[src/rtl/rtc_pkg.sv]
package rtc_pkg;

  localparam int RTC_A_CTRL = 0;
  localparam int RTC_A_SEC  = 3;
  localparam int RTC_A_MIN  = 4;
  localparam int RTC_A_HOUR = 5;
  localparam int RTC_A_DATE = 6;
  localparam int RTC_A_WDAY = 7;
  localparam int RTC_A_MON  = 8;
  localparam int RTC_A_YEAR = 9;

  localparam int CTRL_BIT_MODE12 = 3;
  localparam int CTRL_BIT_STOP   = 5;

  // Advance a two-digit BCD byte by one (no range wrap).
  function automatic logic [7:0] bcd_inc(input logic [7:0] x);
    logic [7:0] r;
    if (x[3:0] == 4'h9) r = {x[7:4] + 4'h1, 4'h0};
    else                r = {x[7:4], x[3:0] + 4'h1};
    return r;
  endfunction

  // Leap rule for a BCD year 00..99: value divisible by 4.
  function automatic logic is_leap(input logic [7:0] yr);
    int v;
    v = int'(yr[7:4]) * 10 + int'(yr[3:0]);
    return (v % 4) == 0;
  endfunction

  // Last day of the month, returned in BCD.
  function automatic logic [7:0] month_last_day(input logic [7:0] mon,
                                                input logic [7:0] yr);
    logic [7:0] r;
    case (mon)
      8'h02:                      r = is_leap(yr) ? 8'h29 : 8'h28;
      8'h04, 8'h06, 8'h09, 8'h11: r = 8'h30;
      default:                    r = 8'h31;
    endcase
    return r;
  endfunction

endpackage

[src/rtl/rtc_bcd_field.sv]
module rtc_bcd_field
  import rtc_pkg::*;
#(
  parameter int         W  = 7,
  parameter logic [7:0] LO = 8'h00,
  parameter logic [7:0] HI = 8'h59
) (
  input  logic         clk,
  input  logic         rst_n,
  input  logic         wr_en,
  input  logic [W-1:0] wr_val,
  input  logic         inc,
  output logic [W-1:0] value,
  output logic         carry
);

  logic [7:0] ext_q;
  logic [7:0] ext_next;
  logic       at_top;

  assign ext_q    = 8'(value);
  assign at_top   = (ext_q == HI);
  assign ext_next = at_top ? LO : bcd_inc(ext_q);
  assign carry    = inc && at_top;

  always_ff @(posedge clk) begin
    if (!rst_n)      value <= LO[W-1:0];
    else if (wr_en)  value <= wr_val;
    else if (inc)    value <= ext_next[W-1:0];
  end

  a_r3_in_range: assert property (@(posedge clk) disable iff (!rst_n)
    (8'(value) >= LO) && (8'(value) <= HI));

  a_r3_wrap_to_low: assert property (@(posedge clk) disable iff (!rst_n)
    (carry && !wr_en) |=> (8'(value) == LO));

endmodule

[src/rtl/rtc_hour_field.sv]
module rtc_hour_field
  import rtc_pkg::*;
(
  input  logic       clk,
  input  logic       rst_n,
  input  logic       mode12,
  input  logic       wr_en,
  input  logic [5:0] wr_val,
  input  logic       inc,
  output logic [5:0] value,
  output logic       carry
);

  logic [5:0] nxt;
  logic       wrap;
  logic [7:0] inc12;
  logic [7:0] inc24;

  assign inc12 = bcd_inc({3'b000, value[4:0]});
  assign inc24 = bcd_inc({2'b00, value});

  always_comb begin
    nxt  = value;
    wrap = 1'b0;
    if (mode12) begin
      if (value[4:0] == 5'h12) begin
        nxt = {value[5], 5'h01};
      end else if (value[4:0] == 5'h11) begin
        nxt  = {~value[5], 5'h12};
        wrap = value[5];
      end else begin
        nxt = {value[5], inc12[4:0]};
      end
    end else begin
      if (value == 6'h23) begin
        nxt  = 6'h00;
        wrap = 1'b1;
      end else begin
        nxt = inc24[5:0];
      end
    end
  end

  assign carry = inc && wrap;

  always_ff @(posedge clk) begin
    if (!rst_n)     value <= 6'h00;
    else if (wr_en) value <= wr_val;
    else if (inc)   value <= nxt;
  end

  a_r5_pm_flips_at_eleven: assert property (@(posedge clk) disable iff (!rst_n)
    (inc && !wr_en && mode12 && value[4:0] == 5'h11)
      |=> (value[5] != $past(value[5])) && (value[4:0] == 5'h12));

  a_r4_day_wrap_24: assert property (@(posedge clk) disable iff (!rst_n)
    (carry && !mode12 && !wr_en) |=> (value == 6'h00));

  a_r4_range_24: assert property (@(posedge clk) disable iff (!rst_n)
    !mode12 |-> (value <= 6'h23));

endmodule

[src/rtl/rtc_date_field.sv]
module rtc_date_field
  import rtc_pkg::*;
(
  input  logic       clk,
  input  logic       rst_n,
  input  logic       wr_en,
  input  logic [5:0] wr_val,
  input  logic       inc,
  input  logic [4:0] month,
  input  logic [7:0] year,
  output logic [5:0] value,
  output logic       carry
);

  logic [7:0] last_day;
  logic [7:0] bumped;
  logic       at_end;

  assign last_day = month_last_day({3'b000, month}, year);
  assign bumped   = bcd_inc({2'b00, value});
  assign at_end   = ({2'b00, value} == last_day);
  assign carry    = inc && at_end;

  always_ff @(posedge clk) begin
    if (!rst_n)     value <= 6'h01;
    else if (wr_en) value <= wr_val;
    else if (inc)   value <= at_end ? 6'h01 : bumped[5:0];
  end

  a_r6_date_nonzero: assert property (@(posedge clk) disable iff (!rst_n)
    value != 6'h00);

  a_r6_wrap_to_first: assert property (@(posedge clk) disable iff (!rst_n)
    (carry && !wr_en) |=> (value == 6'h01));

endmodule

[src/rtl/bcd_rtc_core.sv]
module bcd_rtc_core
  import rtc_pkg::*;
#(
  parameter int ADDR_W = 5
) (
  input  logic              clk,
  input  logic              rst_n,
  input  logic              tick_1hz,
  input  logic              osc_fail,
  input  logic              reg_we,
  input  logic [ADDR_W-1:0] reg_addr,
  input  logic [7:0]        reg_wdata,
  output logic [7:0]        reg_rdata
);

  localparam logic [ADDR_W-1:0] A_CTRL = ADDR_W'(RTC_A_CTRL);
  localparam logic [ADDR_W-1:0] A_SEC  = ADDR_W'(RTC_A_SEC);
  localparam logic [ADDR_W-1:0] A_MIN  = ADDR_W'(RTC_A_MIN);
  localparam logic [ADDR_W-1:0] A_HOUR = ADDR_W'(RTC_A_HOUR);
  localparam logic [ADDR_W-1:0] A_DATE = ADDR_W'(RTC_A_DATE);
  localparam logic [ADDR_W-1:0] A_WDAY = ADDR_W'(RTC_A_WDAY);
  localparam logic [ADDR_W-1:0] A_MON  = ADDR_W'(RTC_A_MON);
  localparam logic [ADDR_W-1:0] A_YEAR = ADDR_W'(RTC_A_YEAR);

  logic       mode12_q, stop_q, osc_flag_q;
  logic       time_wr, step;
  logic       we_sec, we_min, we_hour, we_date, we_wday, we_mon, we_year;
  logic [6:0] sec_v, min_v;
  logic [5:0] hour_v, date_v;
  logic [2:0] wday_v;
  logic [4:0] mon_v;
  logic [7:0] year_v;
  logic       c_sec, c_min, c_hour, c_date, c_mon, c_wday, c_year;

  assign we_sec  = reg_we && (reg_addr == A_SEC);
  assign we_min  = reg_we && (reg_addr == A_MIN);
  assign we_hour = reg_we && (reg_addr == A_HOUR);
  assign we_date = reg_we && (reg_addr == A_DATE);
  assign we_wday = reg_we && (reg_addr == A_WDAY);
  assign we_mon  = reg_we && (reg_addr == A_MON);
  assign we_year = reg_we && (reg_addr == A_YEAR);

  assign time_wr = we_sec | we_min | we_hour | we_date | we_wday | we_mon | we_year;
  assign step    = tick_1hz && !stop_q && !time_wr;

  always_ff @(posedge clk) begin
    if (!rst_n) begin
      mode12_q <= 1'b0;
      stop_q   <= 1'b0;
    end else if (reg_we && reg_addr == A_CTRL) begin
      mode12_q <= reg_wdata[CTRL_BIT_MODE12];
      stop_q   <= reg_wdata[CTRL_BIT_STOP];
    end
  end

  always_ff @(posedge clk) begin
    if (!rst_n)        osc_flag_q <= 1'b1;
    else if (osc_fail) osc_flag_q <= 1'b1;
    else if (we_sec)   osc_flag_q <= reg_wdata[7];
  end

  rtc_bcd_field #(.W(7), .LO(8'h00), .HI(8'h59)) u_sec (
    .clk(clk), .rst_n(rst_n), .wr_en(we_sec), .wr_val(reg_wdata[6:0]),
    .inc(step), .value(sec_v), .carry(c_sec));

  rtc_bcd_field #(.W(7), .LO(8'h00), .HI(8'h59)) u_min (
    .clk(clk), .rst_n(rst_n), .wr_en(we_min), .wr_val(reg_wdata[6:0]),
    .inc(c_sec), .value(min_v), .carry(c_min));

  rtc_hour_field u_hour (
    .clk(clk), .rst_n(rst_n), .mode12(mode12_q), .wr_en(we_hour),
    .wr_val(reg_wdata[5:0]), .inc(c_min), .value(hour_v), .carry(c_hour));

  rtc_date_field u_date (
    .clk(clk), .rst_n(rst_n), .wr_en(we_date), .wr_val(reg_wdata[5:0]),
    .inc(c_hour), .month(mon_v), .year(year_v), .value(date_v), .carry(c_date));

  rtc_bcd_field #(.W(3), .LO(8'h00), .HI(8'h06)) u_wday (
    .clk(clk), .rst_n(rst_n), .wr_en(we_wday), .wr_val(reg_wdata[2:0]),
    .inc(c_hour), .value(wday_v), .carry(c_wday));

  rtc_bcd_field #(.W(5), .LO(8'h01), .HI(8'h12)) u_mon (
    .clk(clk), .rst_n(rst_n), .wr_en(we_mon), .wr_val(reg_wdata[4:0]),
    .inc(c_date), .value(mon_v), .carry(c_mon));

  rtc_bcd_field #(.W(8), .LO(8'h00), .HI(8'h99)) u_year (
    .clk(clk), .rst_n(rst_n), .wr_en(we_year), .wr_val(reg_wdata),
    .inc(c_mon), .value(year_v), .carry(c_year));

  always_comb begin
    reg_rdata = 8'h00;
    case (reg_addr)
      A_CTRL: begin
        reg_rdata[CTRL_BIT_MODE12] = mode12_q;
        reg_rdata[CTRL_BIT_STOP]   = stop_q;
      end
      A_SEC:   reg_rdata = {osc_flag_q, sec_v};
      A_MIN:   reg_rdata = {1'b0, min_v};
      A_HOUR:  reg_rdata = {2'b00, hour_v};
      A_DATE:  reg_rdata = {2'b00, date_v};
      A_WDAY:  reg_rdata = {5'b00000, wday_v};
      A_MON:   reg_rdata = {3'b000, mon_v};
      A_YEAR:  reg_rdata = year_v;
      default: reg_rdata = 8'h00;
    endcase
  end

  a_r9_stop_holds: assert property (@(posedge clk) disable iff (!rst_n)
    (stop_q && !time_wr) |=> $stable(sec_v) && $stable(min_v) && $stable(date_v));

  a_r10_fail_sets_flag: assert property (@(posedge clk) disable iff (!rst_n)
    osc_fail |=> osc_flag_q);

  a_r11_write_wins: assert property (@(posedge clk) disable iff (!rst_n)
    we_sec |=> (sec_v == $past(reg_wdata[6:0])));

  a_r11_tick_dropped: assert property (@(posedge clk) disable iff (!rst_n)
    (tick_1hz && we_min) |=> $stable(sec_v));

  a_r7_wday_wrap: assert property (@(posedge clk) disable iff (!rst_n)
    (c_wday && !we_wday) |=> (wday_v == 3'd0));

  a_r8_year_wrap: assert property (@(posedge clk) disable iff (!rst_n)
    (c_year && !we_year) |=> (year_v == 8'h00) && (mon_v == 5'h01));

endmodule

[config.mk]
export PLATFORM = sky130hd
export DESIGN_NAME = bcd_rtc_core
export DESIGN_NICKNAME = d
export VERILOG_FILES = /design/src/rtl/rtc_pkg.sv /design/src/rtl/rtc_bcd_field.sv /design/src/rtl/rtc_hour_field.sv /design/src/rtl/rtc_date_field.sv /design/src/rtl/bcd_rtc_core.sv
export SDC_FILE = /design/constraint.sdc
export NUM_CORES = 1
export LEC_CHECK = 0
export BUFFER_PORTS_ARGS = -buffer_cell sky130_fd_sc_hd__buf_2
export CELL_PAD_IN_SITES_DETAIL_PLACEMENT = 2
export CELL_PAD_IN_SITES_GLOBAL_PLACEMENT = 2
export CORE_ASPECT_RATIO = 0.5
export CORE_MARGIN = 1.5
export CORE_UTILIZATION = 36
export DETAILED_ROUTE_END_ITERATION = 16
export HOLD_SLACK_MARGIN = 0.06
export PLACE_DENSITY_LB_ADDON = 0.1
export SYNTH_ARGS = -nofsm -noshare
export SYNTH_HDL_FRONTEND = slang
export SYNTH_SLANG_ARGS = --single-unit
[constraint.sdc]
create_clock -name clk -period 2.75 [get_ports clk]
set_input_delay 0 -clock clk [delete_from_list [all_inputs] [get_ports clk]]
set_output_delay 0 -clock clk [all_outputs]
set_load 0.1 [all_outputs]
==> metrics, run 1 <==
status finished clean; proportion of synthesized area in mux cells 0.0471; core box area 9570 sq um; Die Footprint 10600 sq um; Initial Utilization 0.375; vias in the first global route 4052; setup TNS 0 ps; Crit path arrival time 2810 ps; Critical path buffers and inverters 2; final clock skew 4.97 ps; via/cell ratio 6.15; row count 25; Final setup violation count 0; DRT iter0 DRCs 245; most used flip-flop cell after synthesis dfxtp_1; Crit path top cell by count nand3_1; GPL Wtd Cong 0.864; fin nets 544; Worst EP required 2980 ps; Clock Latency Late Sink 300 ps; post-synthesis net count 514; main combinational cell family by area after synthesis simple AND/OR/NAND/NOR gates; maximum vdd drop 0.211 mV; diodes inserted 0; final wirelength 15.0 mm; share of cells above drive strength 1 0.146; simple-gate share of the synthesized area 0.310; final core utilization 0.434; CTS root buf clkbuf_16; Longest Clk Path Bufs 2; ANT nets after route 0; post-synth cell types 70; CP Capture Type register; 1st-pass router iterations 5; All-Layer GR Usage 0.299; adder-cell share of the synthesized area 0.0523; Slowest-stage cell, CP or4_1; GRT overflow 0; Pwr Density 376 nW/um^2; CTS tree yes; mean post-synth cell area 7.46 sq um; Slew @ Worst Pin 657 ps; crit start category register; port bufs 25; Reg clk slew, reported paths 70 ps; static leakage 1.46 nW; DP Wirelength 11.0 mm; Post-Syn Instances 481; register bit total from synthesis 45; first-pass GRT wire length 23.3 mm; Critical Path, Cell by Cell inv_1, ha_1, and3b_1, nand3_1, a2111oi_4, buf_4, nand3_1, or4_1, a31oi_1; design area 4150 sq um; drc violations 0; Final min period 2580 ps; max_cap viols 0; maximum fanout along the worst path 5; Die W 144 um; Tcrit/Tclk final 0.939; Hold Vio Cnt, Final 0; kind of critical path reg2reg; clock sinks 45; initial antenna violation count 0; I/O pins 26; H-Tree Depth 2; Synth warnings 0; Routed WL per cell 23.1 um; die height 73.6 um; Final Max Slew Viols 0; Num CTS Buffers 5; fmax 0.387 GHz; hold_ws 59.3 ps; commonest cells after routing, fill and taps aside nand2_1 (49), dfxtp_1 (44), nor2_1 (41), a21oi_1 (28), o21ai_0 (27); number of synthesized flops with an enable pin 0; Post-Synthesis Cell Area 3590 sq um; commonest non-fill, non-tap cell in the layout nand2_1; register area share after synthesis 0.251; Post-Synth XOR/XNOR Area 0.00977; largest net degree at the start of global routing 27; Placed Area 3920 sq um; fraction of registers with async set/reset 0; HP Class in2reg; worst rel slew slack 0.561; Compound-Gate Fraction of Synth Area 0.272; total via count in the routed design 3977; crit-path leading delay family simple AND/OR/NAND/NOR gates; RSZ-0062 raised after global routing true; area grow syn2layout 15.7%; slowest stage delay, CP 500 ps
## area by class of cell
cell class	instances	area, sq um
Inverter	19	71.3
Fill cell	1130	5420
Tap cell	135	169
Sequential cell	45	902
Clock buffer	7	153
Multi-Input combinational cell	387	2510
Timing Repair Buffer	53	345
Clock inverter	1	5.00
## worst register-to-register path, cell delays in order, from the launching register on
cell,delay [ps]
dfxtp_1,340
inv_1,90
ha_1,130
and3b_1,190
nand3_1,230
a2111oi_4,480
buf_4,240
nand3_1,150
or4_1,500
a31oi_1,160
## flip-flops by register name (all words and copies together) (netlist names)
signal        flops
u_mon.value       5
u_hour.value      6
osc_flag_q        1
stop_q            1
u_date.value      6
u_sec.value       7
u_wday.value      3
u_year.value      8
u_min.value       7
mode12_q          1
## per-stage QoR
stage          power [W]  std cells  setup WS (ps)
6_report         0.00156        647            167
5_1_grt          0.00161        647          -4.13
4_1_cts          0.00156        646            163
3_5_place_dp    0.000885        634            249
3_3_place_gp    0.000880        634            359
2_1_floorplan   0.000805        481            399
## worst paths after layout
path | start | endpoint | slack (ps) | cells past startpoint
worst min register to register | stop_q | stop_q | 500 | 2
worst max-delay path | u_sec.value[1] | u_year.value[4] | 170 | 9
worst min-delay path | reg_wdata[7] | u_year.value[7] | 60 | 3
worst max register to register | u_sec.value[1] | u_year.value[4] | 170 | 9
## logic make-up after synthesis
logic type / after synthesis
compound gates: 143
simple gates: 210
buf+inv: 49
flops: 45
fa+ha+maj: 15
xor+xnor: 4
mux: 15
## per-layer routing
| metal | GRT usage | vias up | routed length (um) |
|---|---|---|---|
| met5 | 0 | - | 0 |
| met4 | 0.0651 | 0 | 166 |
| met3 | 0.0554 | 13 | 606 |
| met2 | 0.466 | 63 | 6540 |
| met1 | 0.428 | 2041 | 7640 |
| li1 | - | 1860 | - |
## where the power goes
part / switching (W) / internal [W] / leakage, nW
logic: 0.000129 / 0.0000665 / 1.02
registers: 0.0000211 / 0.000664 / 0.363
clock network: 0.000293 / 0.000386 / 0.0799
## synthesized netlist by cell type (9+ instances only)
master / count / area, sq um
nand2_1: 50 / 188
nor2b_1: 10 / 62.6
nand2b_1: 10 / 62.6
a21oi_1: 28 / 140
clkbuf_1: 16 / 60.1
buf_2: 11 / 55.1
a31oi_1: 22 / 138
nand3_1: 26 / 130
nor3_1: 13 / 65.1
nor2_1: 41 / 154
dfxtp_1: 45 / 901
inv_1: 18 / 67.6
o21ai_0: 30 / 150
a211oi_1: 12 / 90.1
ha_1: 15 / 188
mux2i_1: 9 / 90.1
## timing repair
action                     in CTS  in global routing
hold endpoints to repair        4                  0
setup buffers                   0                  1
hold buffers                    4                  0
setup endpoints to repair       0                  3
resized for setup               0                  5
No activity file was read; power rests on OpenSTA's default activity.
==> run 2, diff against run 1 <==
--- a/config.mk
+++ b/config.mk
@@ -6,4 +6,5 @@
 export NUM_CORES = 1
 export LEC_CHECK = 0
+export ABC_AREA = 1
 export BUFFER_PORTS_ARGS = -buffer_cell sky130_fd_sc_hd__buf_2
 export CELL_PAD_IN_SITES_DETAIL_PLACEMENT = 2
@@ -11,5 +12,5 @@
 export CORE_ASPECT_RATIO = 0.5
 export CORE_MARGIN = 1.5
-export CORE_UTILIZATION = 36
+export CORE_UTILIZATION = 33
 export DETAILED_ROUTE_END_ITERATION = 16
 export HOLD_SLACK_MARGIN = 0.06
==> constraint.sdc (replaced) <==
create_clock -name clk -period 2.75 [get_ports clk]
set_input_delay 0 -clock clk [delete_from_list [all_inputs] [get_ports clk]]
set_output_delay 0 -clock clk [all_outputs]
set_load 0.005 [all_outputs]
==> metrics, run 2 <==
Num CTS Buffers 5; Routed WL per cell 19.6 um; most frequent cells after synthesis nand2_1 (122), inv_1 (76), dfxtp_1 (45), nor2_1 (45), a21oi_1 (43); 1st-pass router iterations 4; Initial Utilization 0.338; CTS root buf clkbuf_16; first-pass GRT wire length 21.7 mm; GR Util met1 0.365; Hold Crit Start reg_wdata[6]; ANT nets after route 0; Non-Filler Instances 707; Worst R2R Start u_sec.value[0]; register area 901 sq um; Post-Syn Instances 534; GRT met2 Usage 0.433; core box area 10100 sq um; commonest cells after routing, fill and taps aside nand2_1 (122), inv_1 (76), nor2_1 (45), dfxtp_1 (45), a21oi_1 (43); post-synth cell types 38; Yosys top cell area share 0.262; crit path from u_sec.value[0]; CTS tree yes; most used flip-flop cell after synthesis dfxtp_1; share of cells above drive strength 1 0.111; Final min period 2230 ps; crit start category register; fin nets 599; Post-Synthesis Cell Area 3430 sq um; CTS Hold Bufs 7; most flop-heavy register u_year.value; Hold Vio Cnt, Final 0; Pwr Density 389 nW/um^2; max reg flops 8; Synth area leaders dfxtp_1 (26%), nand2_1 (13%), inv_1 (8.3%); RSZ-0062 raised after global routing false; max_cap viols 0; area grow syn2layout 15.0%; number of synthesized flops with an enable pin 0; die height 75.1 um; Tcrit/Tclk final 0.812; Die Footprint 11100 sq um; mean post-synth cell area 6.43 sq um; fraction of registers with async set/reset 0; GRT overflow 0; Final setup violation count 0; placed cells 692; Longest Clk Path Bufs 2; vias in the first global route 3952; status finished clean; Layout fillers 1259; CP Capture Type register; All-Layer GR Usage 0.259; initial antenna violation count 0; commonest non-fill, non-tap cell in the layout nand2_1; largest net degree at the start of global routing 29; Final Max Slew Viols 0; drc violations 0; final wirelength 13.8 mm; Crit path arrival time 2460 ps; Worst EP required 2980 ps; Synth warnings 0; port bufs 25; post-CTS sizing 0; kind of critical path reg2reg; static leakage 1.66 nW; total via count in the routed design 3823; Die W 147 um; Reg clk slew, reported paths 70 ps; Clock Latency Late Sink 290 ps; HP Class in2reg; diodes inserted 0; final clock skew 6.67 ps; most common cell in the synthesized netlist nand2_1; via/cell ratio 5.41; area of the multi-input gates 2190 sq um; H-Tree Depth 2; maximum vdd drop 0.197 mV; fmax 0.448 GHz; worst rel slew slack 0.568; biggest regs u_year.value x8, u_min.value x7, u_sec.value x7; DP Wirelength 10.8 mm; DRT iter0 DRCs 271; cell accounting for the most synthesized area dfxtp_1; Slew @ Worst Pin 648 ps; register bit total from synthesis 45; clock sinks 45; setup TNS 0 ps; GPL Wtd Cong 0.851; maximum fanout along the worst path 11; row count 26; register area share after synthesis 0.262; GR Util met3 0.0364; I/O pins 26; layer with the highest usage met2; Setup Fix Bufs, Post-CTS 0; post-synthesis net count 567
run 2: final cells by class:
cell class,count,share of cell area
Clock buffer,7,0.0361
Clock inverter,1,0.00760
Inverter,81,0.0770
Multi-Input combinational cell,399,0.554
Sequential cell,45,0.228
Tap cell,140,0.0444
Timing Repair Buffer,34,0.0532
run 2: per-stage QoR:
| step | total power, W | util | hold slack, ps | cell area (sq um) | setup slack [ps] |
|---|---|---|---|---|---|
| after global routing | 0.00160 | 0.389 | 101 | 3950 | 355 |
| after detailed placement | 0.000811 | 0.365 | 221 | 3710 | 607 |
| after floorplan | 0.000747 | - | 97.8 | 3430 | 987 |
| final | 0.00154 | 0.389 | 68.7 | 3950 | 518 |
| after CTS | 0.00155 | 0.389 | 67.0 | 3950 | 549 |
| after global placement | 0.000808 | 0.365 | 190 | 3710 | 738 |
run 2: cells by family (layout without fill, tap and decap cells):
logic type                 Yosys count  after routing  synth area share
xor gates and xnor gates            14             14            0.0357
DFF                                 45             45             0.262
adders and majority gates           15             15            0.0546
and+or+nand+nor                    239            239             0.324
buffers and inverters               90            123             0.101
AOI/OAI and AO/OA                  131            131             0.222
run 2: routing by layer:
layer	wire, um	vias to the layer above
met1	7100	1905
met2	6110	56
li1	-	1853
met3	545	9
met4	75	0
met5	0	-
run 2: final timing paths:
kind | slack [ps] | depth (start not counted) | endpoint
max reg2reg | 520 | 11 | u_year.value[4]
min reg2reg | 510 | 2 | u_date.value[3]
min | 70 | 3 | u_min.value[6]
max | 520 | 11 | u_year.value[4]
run 2: critical path, cell delays in order, from the launching register on:
cell	delay [ps]
dfxtp_1	440
ha_1	190
nand3b_1	140
nor2_1	300
nand4_4	170
nor2_4	230
nand3_4	130
nand2_2	220
nand2_1	120
nand2_1	90
nand2_1	50
nor2_1	90
run 2: where the power goes:
| part | internal (W) | switching (W) | total, W |
|---|---|---|---|
| clock | 0.000455 | 0.000277 | 0.000732 |
| sequential | 0.000657 | 0.00000823 | 0.000665 |
| combinational | 0.0000393 | 0.000101 | 0.000140 |
==> run 3, diff against run 2 <==
- clock period: 2.75 -> 2.3 ns (I/O delays scaled with it)
==> metrics, run 3 (synthesis results as in run 2) <==
status finished clean; Critical Path, Cell by Cell ha_1, nand3b_1, nor2_4, nand4_4, nor2_4, nand3_4, nand2_4, nand2_1, nand2_1, nand2_1, nor2_1; Pwr Density 425 nW/um^2; final wirelength 13.7 mm; Layout fillers 1261; Num CTS Buffers 5; final core utilization 0.391; fin nets 605; HP Class in2reg; ANT nets after route 0; most flop-heavy register u_year.value; GPL Wtd Cong 0.865; DP Wirelength 10.8 mm; area of the multi-input gates 2200 sq um; clock sinks 45; area grow syn2layout 15.5%; total via count in the routed design 3839; I/O pins 26; Slew @ Worst Pin 648 ps; Hold Vio Cnt, Final 0; Die W 147 um; diodes inserted 0; layer with the highest usage met2; slowest stage delay, CP 440 ps; core box area 10100 sq um; initial antenna violation count 0; Reg clk slew, reported paths 60 ps; Final min period 2040 ps; Initial Utilization 0.338; Final setup violation count 0; register area 901 sq um; max reg flops 8; kind of critical path reg2reg; CTS root buf clkbuf_16; Crit path arrival time 2280 ps; Die Footprint 11100 sq um; GRT overflow 0; design area 3970 sq um; CTS tree yes; GRT met2 Usage 0.430; RSZ-0062 raised after global routing false; 1st-pass router iterations 4; final clock skew 5.22 ps; max_cap viols 0; worst rel slew slack 0.567; Routed WL per cell 19.2 um; biggest regs u_year.value x8, u_min.value x7, u_sec.value x7; crit start category register; DRT iter0 DRCs 207; row count 26; H-Tree Depth 2; maximum fanout along the worst path 11; Crit path top cell by count nand2_1; port bufs 25; vias in the first global route 3867; All-Layer GR Usage 0.260; Worst EP required 2530 ps; via/cell ratio 5.40; commonest non-fill, non-tap cell in the layout nand2_1; fmax 0.489 GHz; setup TNS 0 ps; GR Util met3 0.0358; static leakage 1.67 nW; total power 0.00169 W; Slowest-stage cell, CP dfxtp_1; Clock Latency Late Sink 300 ps; Longest Clk Path Bufs 2; die height 75.1 um; Tcrit/Tclk final 0.889; maximum vdd drop 0.238 mV; largest net degree at the start of global routing 29; CP Capture Type register; Placed Area 3750 sq um; commonest cells after routing, fill and taps aside nand2_1 (122), inv_1 (76), dfxtp_1 (45), nor2_1 (43), a21oi_1 (43); share of cells above drive strength 1 0.123; drc violations 0; Final Max Slew Viols 0; first-pass GRT wire length 21.6 mm; GR Util met1 0.371
==> run 3: cell count changes in the layout (fill, tap and decap cells not counted) <==
cell       delta
buf_4         +6
bufinv_16     -1
clkbuf_1      -1
clkbuf_8      -1
clkinv_2      +1
nand2_2       -1
nand2_4       +1
nor2_1        -2
nor2_2        +1
nor2_4        +1
==> run 3: final timing paths <==
kind / start / to / slack [ps] / depth (start not counted)
worst min-delay path: reg_wdata[6] / u_min.value[6] / 60 / 3
worst max register to register: u_sec.value[0] / u_year.value[4] / 260 / 11
worst min register to register: u_hour.value[2] / u_hour.value[2] / 490 / 2
worst max-delay path: u_sec.value[0] / u_year.value[4] / 260 / 11
==> run 3: where the power goes <==
| part | total [W] | switching (W) | internal, W |
|---|---|---|---|
| logic | 0.000167 | 0.000119 | 0.0000476 |
| clock network | 0.000725 | 0.000335 | 0.000390 |
| registers | 0.000795 | 0.00000971 | 0.000786 |
==> run 3: worst max-delay path, delay by kind of cell, from the launching register on <==
kind / cells / cell delay (ps)
adders and majority gates: 1 / 190
DFF: 1 / 440
and+or+nand+nor: 10 / 1360
==> run 3: what timing repair did <==
action / CTS / global route
resized for setup: 0 / 4
hold buffers: 7 / 0
endpoints found under the setup margin: 0 / 17
setup buffers: 0 / 0
endpoints found under the hold margin: 6 / 0
==> run 3: metal layers <==
metal  vias to the layer above  share of wire
met2                        56           0.44
met5                         -              0
met4                         0         0.0081
li1                       1871              -
met3                        13          0.035
met1                      1899           0.52
==> run 3: stage by stage <==
step,setup WS [ps],cells,hold WS [ps]
floorplan,537,534,97.8
global placement,289,698,190
detailed placement,130,698,197
CTS,61.1,711,64.0
global route,64.3,711,112
finish,255,711,56.2
==> run 3: layout make-up <==
cell class	instances	share of cell area
multi-input cells	399	0.555
repair buffers	40	0.0644
flip-flops and latches	45	0.227
clock buffers	5	0.0315
well taps	140	0.0442
inverters	81	0.0767
clock inverters	1	0.00126
